### src/rtl/cfg_stream_pkg.sv
// Package: shared mode type and size helpers for the configuration streamer.
// Assumes images are whole bytes; serial mode emits 8 units per byte.
package cfg_stream_pkg;

    typedef enum logic {
        MODE_SERIAL   = 1'b0,
        MODE_PARALLEL = 1'b1
    } stream_mode_e;

    // Number of output units contained in an image of the given byte length.
    function automatic int unsigned units_of(input int unsigned bytes, input stream_mode_e mode);
        return (mode == MODE_PARALLEL) ? bytes : bytes * 8;
    endfunction

    // Width of one output unit for a mode.
    function automatic int unsigned unit_width(input stream_mode_e mode);
        return (mode == MODE_PARALLEL) ? 8 : 1;
    endfunction

endpackage

### src/rtl/cfg_image_mem.sv
// Module: byte array holding the configuration image.
// Write port is synchronous; read port is combinational and returns zero for
// any index at or beyond DEPTH, so the end-of-image index is harmless.
module cfg_image_mem #(
    parameter int unsigned DEPTH = 16,
    parameter int unsigned AW    = 4,
    parameter int unsigned RW    = 8
) (
    input  logic          clk,
    input  logic          wr_en,
    input  logic [AW-1:0] wr_addr,
    input  logic [7:0]    wr_data,
    input  logic [RW-1:0] rd_idx,
    output logic [7:0]    rd_byte
);

    logic [7:0] store [DEPTH];

    // Capture one image byte per write strobe.
    always_ff @(posedge clk) begin
        if (wr_en && (32'(wr_addr) < DEPTH)) begin
            store[wr_addr] <= wr_data;
        end
    end

    // Present the byte at the read index, zero past the end.
    always_comb begin
        rd_byte = '0;
        for (int unsigned i = 0; i < DEPTH; i++) begin
            if (32'(rd_idx) == i) begin
                rd_byte = store[i];
            end
        end
    end

endmodule

### src/rtl/cfg_addr_ctr.sv
// Module: saturating address counter of the streamer.
// Advances once per edge while enabled and not cleared, stops at END_UNIT
// (one past the last unit) and returns to zero only on clear or reset.
module cfg_addr_ctr #(
    parameter int unsigned END_UNIT = 128,
    parameter int unsigned CW       = 8
) (
    input  logic          clk,
    input  logic          rst_n,
    input  logic          en,
    input  logic          clr,
    output logic [CW-1:0] cnt,
    output logic          at_end
);

    localparam logic [CW-1:0] END_VAL = CW'(END_UNIT);

    logic step;

    // A counted edge: enabled, not cleared, image not yet exhausted.
    always_comb begin
        at_end = (cnt == END_VAL);
        step   = en && !clr && !at_end;
    end

    // Counter update with synchronous reset and clear.
    always_ff @(posedge clk) begin
        if (!rst_n) begin
            cnt <= '0;
        end else if (clr) begin
            cnt <= '0;
        end else if (step) begin
            cnt <= cnt + 1'b1;
        end
    end

    assert_advance_R2: assert property (@(posedge clk) disable iff (!rst_n)
        (en && !clr && (cnt != END_VAL)) |=> (cnt == $past(cnt) + 1'b1));

    assert_hold_disabled_R4: assert property (@(posedge clk) disable iff (!rst_n)
        (!en && !clr) |=> $stable(cnt));

    assert_clear_R5: assert property (@(posedge clk) disable iff (!rst_n)
        clr |=> (cnt == '0));

    assert_saturate_R7: assert property (@(posedge clk) disable iff (!rst_n)
        ((cnt == END_VAL) && !clr) |=> (cnt == END_VAL));

endmodule

### src/rtl/cfg_unit_sel.sv
// Module: maps the counter to an image byte index and extracts the output
// unit. Serial variant picks one bit, MSB first; parallel passes the byte.
module cfg_unit_sel
    import cfg_stream_pkg::*;
#(
    parameter stream_mode_e MODE = MODE_SERIAL,
    parameter int unsigned  CW   = 8,
    parameter int unsigned  DW   = 1
) (
    input  logic [CW-1:0] cnt,
    input  logic [7:0]    cur_byte,
    output logic [CW-1:0] byte_idx,
    output logic [DW-1:0] unit
);

    generate
        if (MODE == MODE_PARALLEL) begin : g_par
            // Whole byte per unit.
            always_comb begin
                byte_idx = cnt;
                unit     = DW'(cur_byte);
            end
        end else begin : g_ser
            logic [2:0] bit_pos;
            // Byte index from upper counter bits, bit 7 sent first.
            always_comb begin
                byte_idx = cnt >> 3;
                bit_pos  = 3'd7 - cnt[2:0];
                unit     = DW'(cur_byte[bit_pos]);
            end
        end
    endgenerate

endmodule

### src/rtl/cfg_stream_top.sv
// Module: cascadable configuration bitstream streamer.
// Assumes the image is loaded through the write port before streaming; the
// output carries a valid flag instead of a tri-state driver.
module cfg_stream_top
    import cfg_stream_pkg::*;
#(
    parameter int unsigned  IMAGE_BYTES = 16,
    parameter stream_mode_e MODE        = MODE_SERIAL,
    localparam int unsigned AW          = (IMAGE_BYTES > 1) ? $clog2(IMAGE_BYTES) : 1,
    localparam int unsigned DATA_W      = unit_width(MODE)
) (
    input  logic              clk,
    input  logic              rst_n,
    input  logic              ld_en,
    input  logic [AW-1:0]     ld_addr,
    input  logic [7:0]        ld_data,
    input  logic              chip_en,
    input  logic              oe_reset,
    output logic [DATA_W-1:0] dout,
    output logic              dout_vld,
    output logic              cascade_en
);

    localparam int unsigned UNITS = units_of(IMAGE_BYTES, MODE);
    localparam int unsigned CW    = $clog2(UNITS + 1);

    logic [CW-1:0] cnt;
    logic          at_end;
    logic [CW-1:0] byte_idx;
    logic [7:0]    cur_byte;
    logic [DATA_W-1:0] unit;

    cfg_addr_ctr #(.END_UNIT(UNITS), .CW(CW)) u_ctr (
        .clk    (clk),
        .rst_n  (rst_n),
        .en     (chip_en),
        .clr    (oe_reset),
        .cnt    (cnt),
        .at_end (at_end)
    );

    cfg_image_mem #(.DEPTH(IMAGE_BYTES), .AW(AW), .RW(CW)) u_mem (
        .clk     (clk),
        .wr_en   (ld_en),
        .wr_addr (ld_addr),
        .wr_data (ld_data),
        .rd_idx  (byte_idx),
        .rd_byte (cur_byte)
    );

    cfg_unit_sel #(.MODE(MODE), .CW(CW), .DW(DATA_W)) u_sel (
        .cnt      (cnt),
        .cur_byte (cur_byte),
        .byte_idx (byte_idx),
        .unit     (unit)
    );

    // Output qualification: valid data, idle zero, and cascade hand-off.
    always_comb begin
        dout_vld   = chip_en && !oe_reset && !at_end;
        dout       = dout_vld ? unit : '0;
        cascade_en = chip_en && !oe_reset && at_end;
    end

    assert_idle_zero_R9: assert property (@(posedge clk) disable iff (!rst_n)
        !dout_vld |-> (dout == '0));

    assert_cascade_excl_R6: assert property (@(posedge clk) disable iff (!rst_n)
        cascade_en |-> !dout_vld);

    assert_cascade_stays_R7: assert property (@(posedge clk) disable iff (!rst_n)
        (cascade_en && chip_en && !oe_reset) |=> (chip_en && !oe_reset) |-> cascade_en);

endmodule

### config.mk
export PLATFORM = sky130hd
export DESIGN_NAME = cfg_stream_top
export DESIGN_NICKNAME = d
export VERILOG_FILES = /design/src/rtl/cfg_stream_pkg.sv /design/src/rtl/cfg_image_mem.sv /design/src/rtl/cfg_addr_ctr.sv /design/src/rtl/cfg_unit_sel.sv /design/src/rtl/cfg_stream_top.sv
export SDC_FILE = /design/constraint.sdc
export NUM_CORES = 1
export LEC_CHECK = 0
export CORE_MARGIN = 8
export CORE_UTILIZATION = 40
export DETAILED_ROUTE_END_ITERATION = 7
export DONT_BUFFER_PORTS = 1
export PLACE_DENSITY_LB_ADDON = 0.15
export SKIP_CTS_REPAIR_TIMING = 1
export SLEW_MARGIN = 10
export SYNTH_ARGS = -nofsm -noshare
export SYNTH_HDL_FRONTEND = slang
export SYNTH_SLANG_ARGS = --single-unit
### constraint.sdc
create_clock -name clk -period 6.1 [get_ports clk]
set_clock_uncertainty 0.05 [all_clocks]
set_input_delay 1.22 -clock clk [delete_from_list [all_inputs] [get_ports clk]]
set_output_delay 1.22 -clock clk [all_outputs]
set_load 0.05 [all_outputs]
# After elaboration in Yosys (flattened, before gate mapping)

Memory sizes are Yosys's and may differ from the RTL's.
Index checks and enable logic that the tools add are counted.

Add/subtract/negate cells: 2
$lt $le $gt $ge: 1
Eq/ne operators: 16
Muxes and demuxes: 21
Bitwise operators: 1
Reductions and logical operators: 7

Operators by type and width:

| cell                | count |
|---|---|
| $mux 8              | 16 |
| $eq 5x4->1 const B  | 8 |
| $eq 5x3->1 const B  | 4 |
| $eq 5x2->1 const B  | 2 |
| $add 8x1->8 const B | 1 |
| $eq 8x8->1 const B  | 1 |
| $logic_not 8->1     | 1 |
| $eq 5x1->1 const B  | 1 |
| $lt 3x4->1 const B  | 1 |
| $mux 1              | 4 |
| $bmux 1 s3          | 1 |
| $logic_and 1x1->1   | 3 |
| $sub 3x3->3 const A | 1 |
| $logic_not 1->1     | 2 |
| $reduce_or 2->1     | 1 |
| $not 1->1           | 1 |

Register bits: 8
Bits in writable memories: 128
Input bits: 17
Output and inout port bits: 3
Word-level logic and storage cells: 50
Memories: 1

Memory list:

| memory      | depth | width | rd ports | clocked after Yosys merged registers in | write ports | line                | RTL |
|---|---|---|---|---|---|---|---|
| u_mem.store | 16    | 8     | 16       | 0                                       | 1           | cfg_image_mem.sv:17 | `logic [7:0] store [DEPTH];` |

# Longest topological paths before layout

Depth in word-level cells: 20
Gate-level depth with buffers: 11
Gate-level depth less buffers: 8

# Cells and area by module

Synthesis repeated with hierarchy kept, for this count alone.

Cell total of the unflattened synthesis: 392
Area, all modules: 5953.2 um^2

Modules (own cells, without submodules):

| module         | instances | cells each | area each (um^2) |
|---|---|---|---|
| cfg_image_mem  | 1         | 327        | 5355.1 |
| cfg_addr_ctr   | 1         | 50         | 440.4 |
| cfg_unit_sel   | 1         | 12         | 127.6 |
| cfg_stream_top | 1         | 3          | 30.0 |

# Least setup slack after synthesis

Ideal clock, no wire load.

Path type: input-to-output
Start: in oe_reset
End: out dout
Data arrival time: 2.957 ns
Required time: 4.830 ns
Path slack: 1.873 ns
Cell stages on the path: 6
Path through: nand2b_1 > a21oi_2 > nand3_1 > a221oi_2 > a41oi_2 > a21oi_2

Longest elaborated chain between the ends: 4

RTL lines:

| item                           | line                 | RTL |
|---|---|---|
| start, declared                | cfg_stream_top.sv:18 | `input logic oe_reset,` |
| $logic_not 1->1                | cfg_stream_top.sv:60 | `dout_vld = chip_en && !oe_reset && !at_end;` |
| $logic_and 1x1->1 (2 in a row) | cfg_stream_top.sv:60 |  |
| named net dout_vld             | cfg_stream_top.sv:20 | `output logic dout_vld,` |
| $mux 1                         | cfg_stream_top.sv:61 | `dout = dout_vld ? unit : '0;` |
| end, declared                  | cfg_stream_top.sv:19 | `output logic [DATA_W-1:0] dout,` |

The timed path passes the listed nets, and every way through them passes these cells.

# Worst setup path in the final report

Start: reg u_ctr.cnt[5]
End: out dout

Longest elaborated chain between the ends: 20
Elaborated cells on any way between the ends: 38
Those cells by class: eq/ne: 16; mux: 19; reduce/logical: 3

RTL lines:

| item                         | line                 | RTL |
|---|---|---|
| start, declared              | cfg_addr_ctr.sv:12   | `output logic [CW-1:0] cnt,` |
| start signal, assigned       | cfg_addr_ctr.sv:33   | `cnt <= cnt + 1'b1;` |
| $logic_not 8->1              | cfg_image_mem.sv:30  | `if (32'(rd_idx) == i) begin` |
| $mux 8 (16 in a row)         | cfg_image_mem.sv:30  |  |
| $bmux 1 s3                   | cfg_unit_sel.sv:29   | `unit = DW'(cur_byte[bit_pos]);` |
| $mux 1 (implied by the code) | cfg_unit_sel.sv:29   |  |
| $mux 1 *                     | cfg_stream_top.sv:61 |  |

Every way passes the cells marked *; elsewhere a longest branch is shown, timed or not. The select of a mux whose other input is x is not followed.

==> impl_metrics.tcl <==
set metrics [dict create \
    netlist_area_um2 5749 \
    vdd_ir_drop_max_uv 197.7 \
    clkLatencyLatePin_ns 0.41 \
    hold_class "flop to flop" \
    required_ns 4.83 \
    start_util_pct 40.17 \
    drt-initial-drc-count 491 \
    p_leak_nw 1.935 \
    wl_per_cell_um 24.19 \
    fin_cells 598 \
    avgSynthCellArea_um2 14.56 \
    synth_edf_count 128 \
    grt_pass1_vias 3540 \
    cts_root_buf "clkbuf_16" \
    slew_headroom_pct 29.13 \
    port_buffers 0 \
    final_layout_size_suffix_gt1_share_pct 13.29 \
    holdWs_ns 0.6482 \
    syn_to_final_growth_pct 11.95 \
    ys_ff_latch 136 \
    synth_cell_types 62 \
    fin_ws_ns 1.254 \
    drtAntennaViolNets 0 \
    syn_nets 414 \
    dp_cells 568 \
    worstSetupStartpointType "flop" \
    path_class "flop to output port" \
    timing.rr.start "u_ctr.cnt[5]$_SDFFE_PP0P_" \
    pre_cts_ws_ns 1.679 \
    grt_max_degree 23 \
    pin_count 20 \
    outcome "completed" \
    routed-via-count 3451 \
    gp_congestion 0.8450 \
    synthCells 395 \
    rsz0062_at_grt "false" \
    fmax_ghz 0.2064 \
    grt_overflow 0 \
    yosysWarnings 0 \
    antenna_found_initial 0 \
    cp_data_arrival_time_ns 3.58 \
    worst_setup_path_end_kind "output port" \
    clkTransAtPathRegs_ns 0.05 \
    async_flop_share_pct 0 \
    vias_per_cell 5.771 \
    fin_setup_tns_ns 0 \
    cts.sinks 136 \
    num_rows 44 \
    r2r_end "u_ctr.cnt[2]$_SDFFE_PP0P_" \
    fin_crit_sh_pct 79.44 \
    min_from "u_ctr.cnt[7]$_SDFFE_PP0P_" \
    synth_ff_type "edfxtp_1" \
    finalNetCount 422 \
    maxCapViolCount 0 \
    grtUsageTotal_pct 16.66 \
    path_max_fanout 22 \
    cts_buffer_depth 2 \
    hold_path_depth 2 \
    grt_first_pass_wirelength_um 22140 \
    worstHoldEndpoint "u_ctr.cnt[7]$_SDFFE_PP0P_" \
    final-setup-viol-count 0 \
    tightestPinTransition_ns 1.059 \
    period_needed_ns 4.846 \
    yosysSeqAreaShare_pct 69.64 \
    r2r_slack_ns 3.78 \
    cts_tree "yes" \
    drtPass1Iterations 6 \
    p_per_area_nw_per_um2 309.6 \
    slew_viol_final 0 \
    die_w_um 135.9 \
    fp.dieArea_um2 18470 \
    finalHoldViolations 0 \
    dp_hpwl_um 9656 \
    r2r_cells 7 \
    fp.coreArea_um2 14310 \
    wl_um 14470 \
    drc_errors 0 \
    htreeDepth 4 \
    die-height_um 135.9 \
    diodes 0 \
    cts_buffers 17 \
]
==> how the worst max path moves through the flow <==
stage           end  cells after the start                 startpoint
4_1_cts        dout                      8  u_ctr.cnt[5]$_SDFFE_PP0P_
3_5_place_dp   dout                      8  u_ctr.cnt[5]$_SDFFE_PP0P_
3_3_place_gp   dout                      8  u_ctr.cnt[5]$_SDFFE_PP0P_
5_1_grt        dout                      8  u_ctr.cnt[5]$_SDFFE_PP0P_
2_1_floorplan  dout                      6                   oe_reset
6_report       dout                      8  u_ctr.cnt[5]$_SDFFE_PP0P_
==> power by group <==
part	switching [W]	total, W	internal [W]	leakage, nW
sequential	0.00000555	0.00105	0.00104	1.22
combinational	0.0000196	0.0000280	0.00000837	0.462
clock	0.000368	0.000920	0.000552	0.252
==> synthesized netlist by cell type (4+ instances only) <==
master      n  area (µm²)
edfxtp_1  128        3844
nor2_1     36       135.1
nand2_1    23       86.33
o21ai_0    18       90.09
a21oi_1    12       60.06
a22oi_1    12       90.09
buf_2       8       40.04
dfxtp_1     8       160.2
nand2b_1    8       50.05
nand3_1     8       40.04
nor3_1      8       40.04
mux2i_1     7       70.07
nor2b_1     6       37.54
o211ai_1    6       45.04
o221ai_1    6       52.55
a221oi_1    5       43.79
inv_1       5       18.77
nand3b_1    5       37.54
a31oi_1     4       25.02
buf_6       4       45.04
nor3_4      4       65.06
o22ai_1     4       25.02
xnor2_1     4       35.03
==> cell type report <==
cell class,count,area (µm²)
Multi-Input combinational cell,235,1613
Tap cell,184,230.2
Clock inverter,9,77.57
Timing Repair Buffer,6,45.04
Fill cell,1296,7878
Sequential cell,136,4004
Clock buffer,21,440.4
Inverter,7,26.28
==> registers in the layout (all words and copies together) (netlist names) <==
name         count
u_ctr.cnt        8
u_mem.store    128
==> worst max-delay path, cell delays in order, from the launching register on <==
cell      delay (ns)
dfxtp_1         0.90
nand2_1         0.45
nor3_4          0.48
a22oi_1         0.13
nand3_1         0.11
a211oi_1        0.07
o221ai_1        0.29
o211ai_1        0.16
a21oi_2         0.56
==> cells in the final DEF (no fill, tap or decap), types with 7 or more instances in the layout <==
| master | n |
|---|---|
| edfxtp_1 | 128 |
| nor2_1 | 36 |
| nand2_1 | 23 |
| o21ai_0 | 18 |
| clkbuf_16 | 17 |
| a21oi_1 | 12 |
| a22oi_1 | 12 |
| nand2b_1 | 8 |
| nand3_1 | 8 |
| dfxtp_1 | 8 |
| nor3_1 | 7 |
| mux2i_1 | 7 |
==> metal layers <==
layer / up-vias / part of all wire [%] / global-route usage [%]
li1: 1575 / - / -
met1: 1731 / 46 / 22.31
met2: 126 / 46 / 24.80
met3: 19 / 6.4 / 5.543
met4: 0 / 1.7 / 5.857
met5: - / 0 / 0
==> per-stage QoR <==
| stage | power (W) | util (%) | area, µm² |
|---|---|---|---|
| 2_1_floorplan | 0.001082 | - | 5749 |
| 3_5_place_dp | 0.001092 | 41.35 | 5918 |
| 5_1_grt | 0.002052 | 44.96 | 6436 |
| 4_1_cts | 0.002008 | 44.96 | 6436 |
| 3_3_place_gp | 0.001093 | 41.35 | 5918 |
| 6_report | 0.001993 | 44.96 | 6436 |
==> logic make-up after synthesis <==
family | synth area share (%)
simple gates | 11.73
compound gates | 12.49
buf+inv | 2.394
fa+ha+maj | 0.4352
mux | 2.394
xor+xnor | 0.9140
flops | 69.64
(Power assumes the default switching activity.)
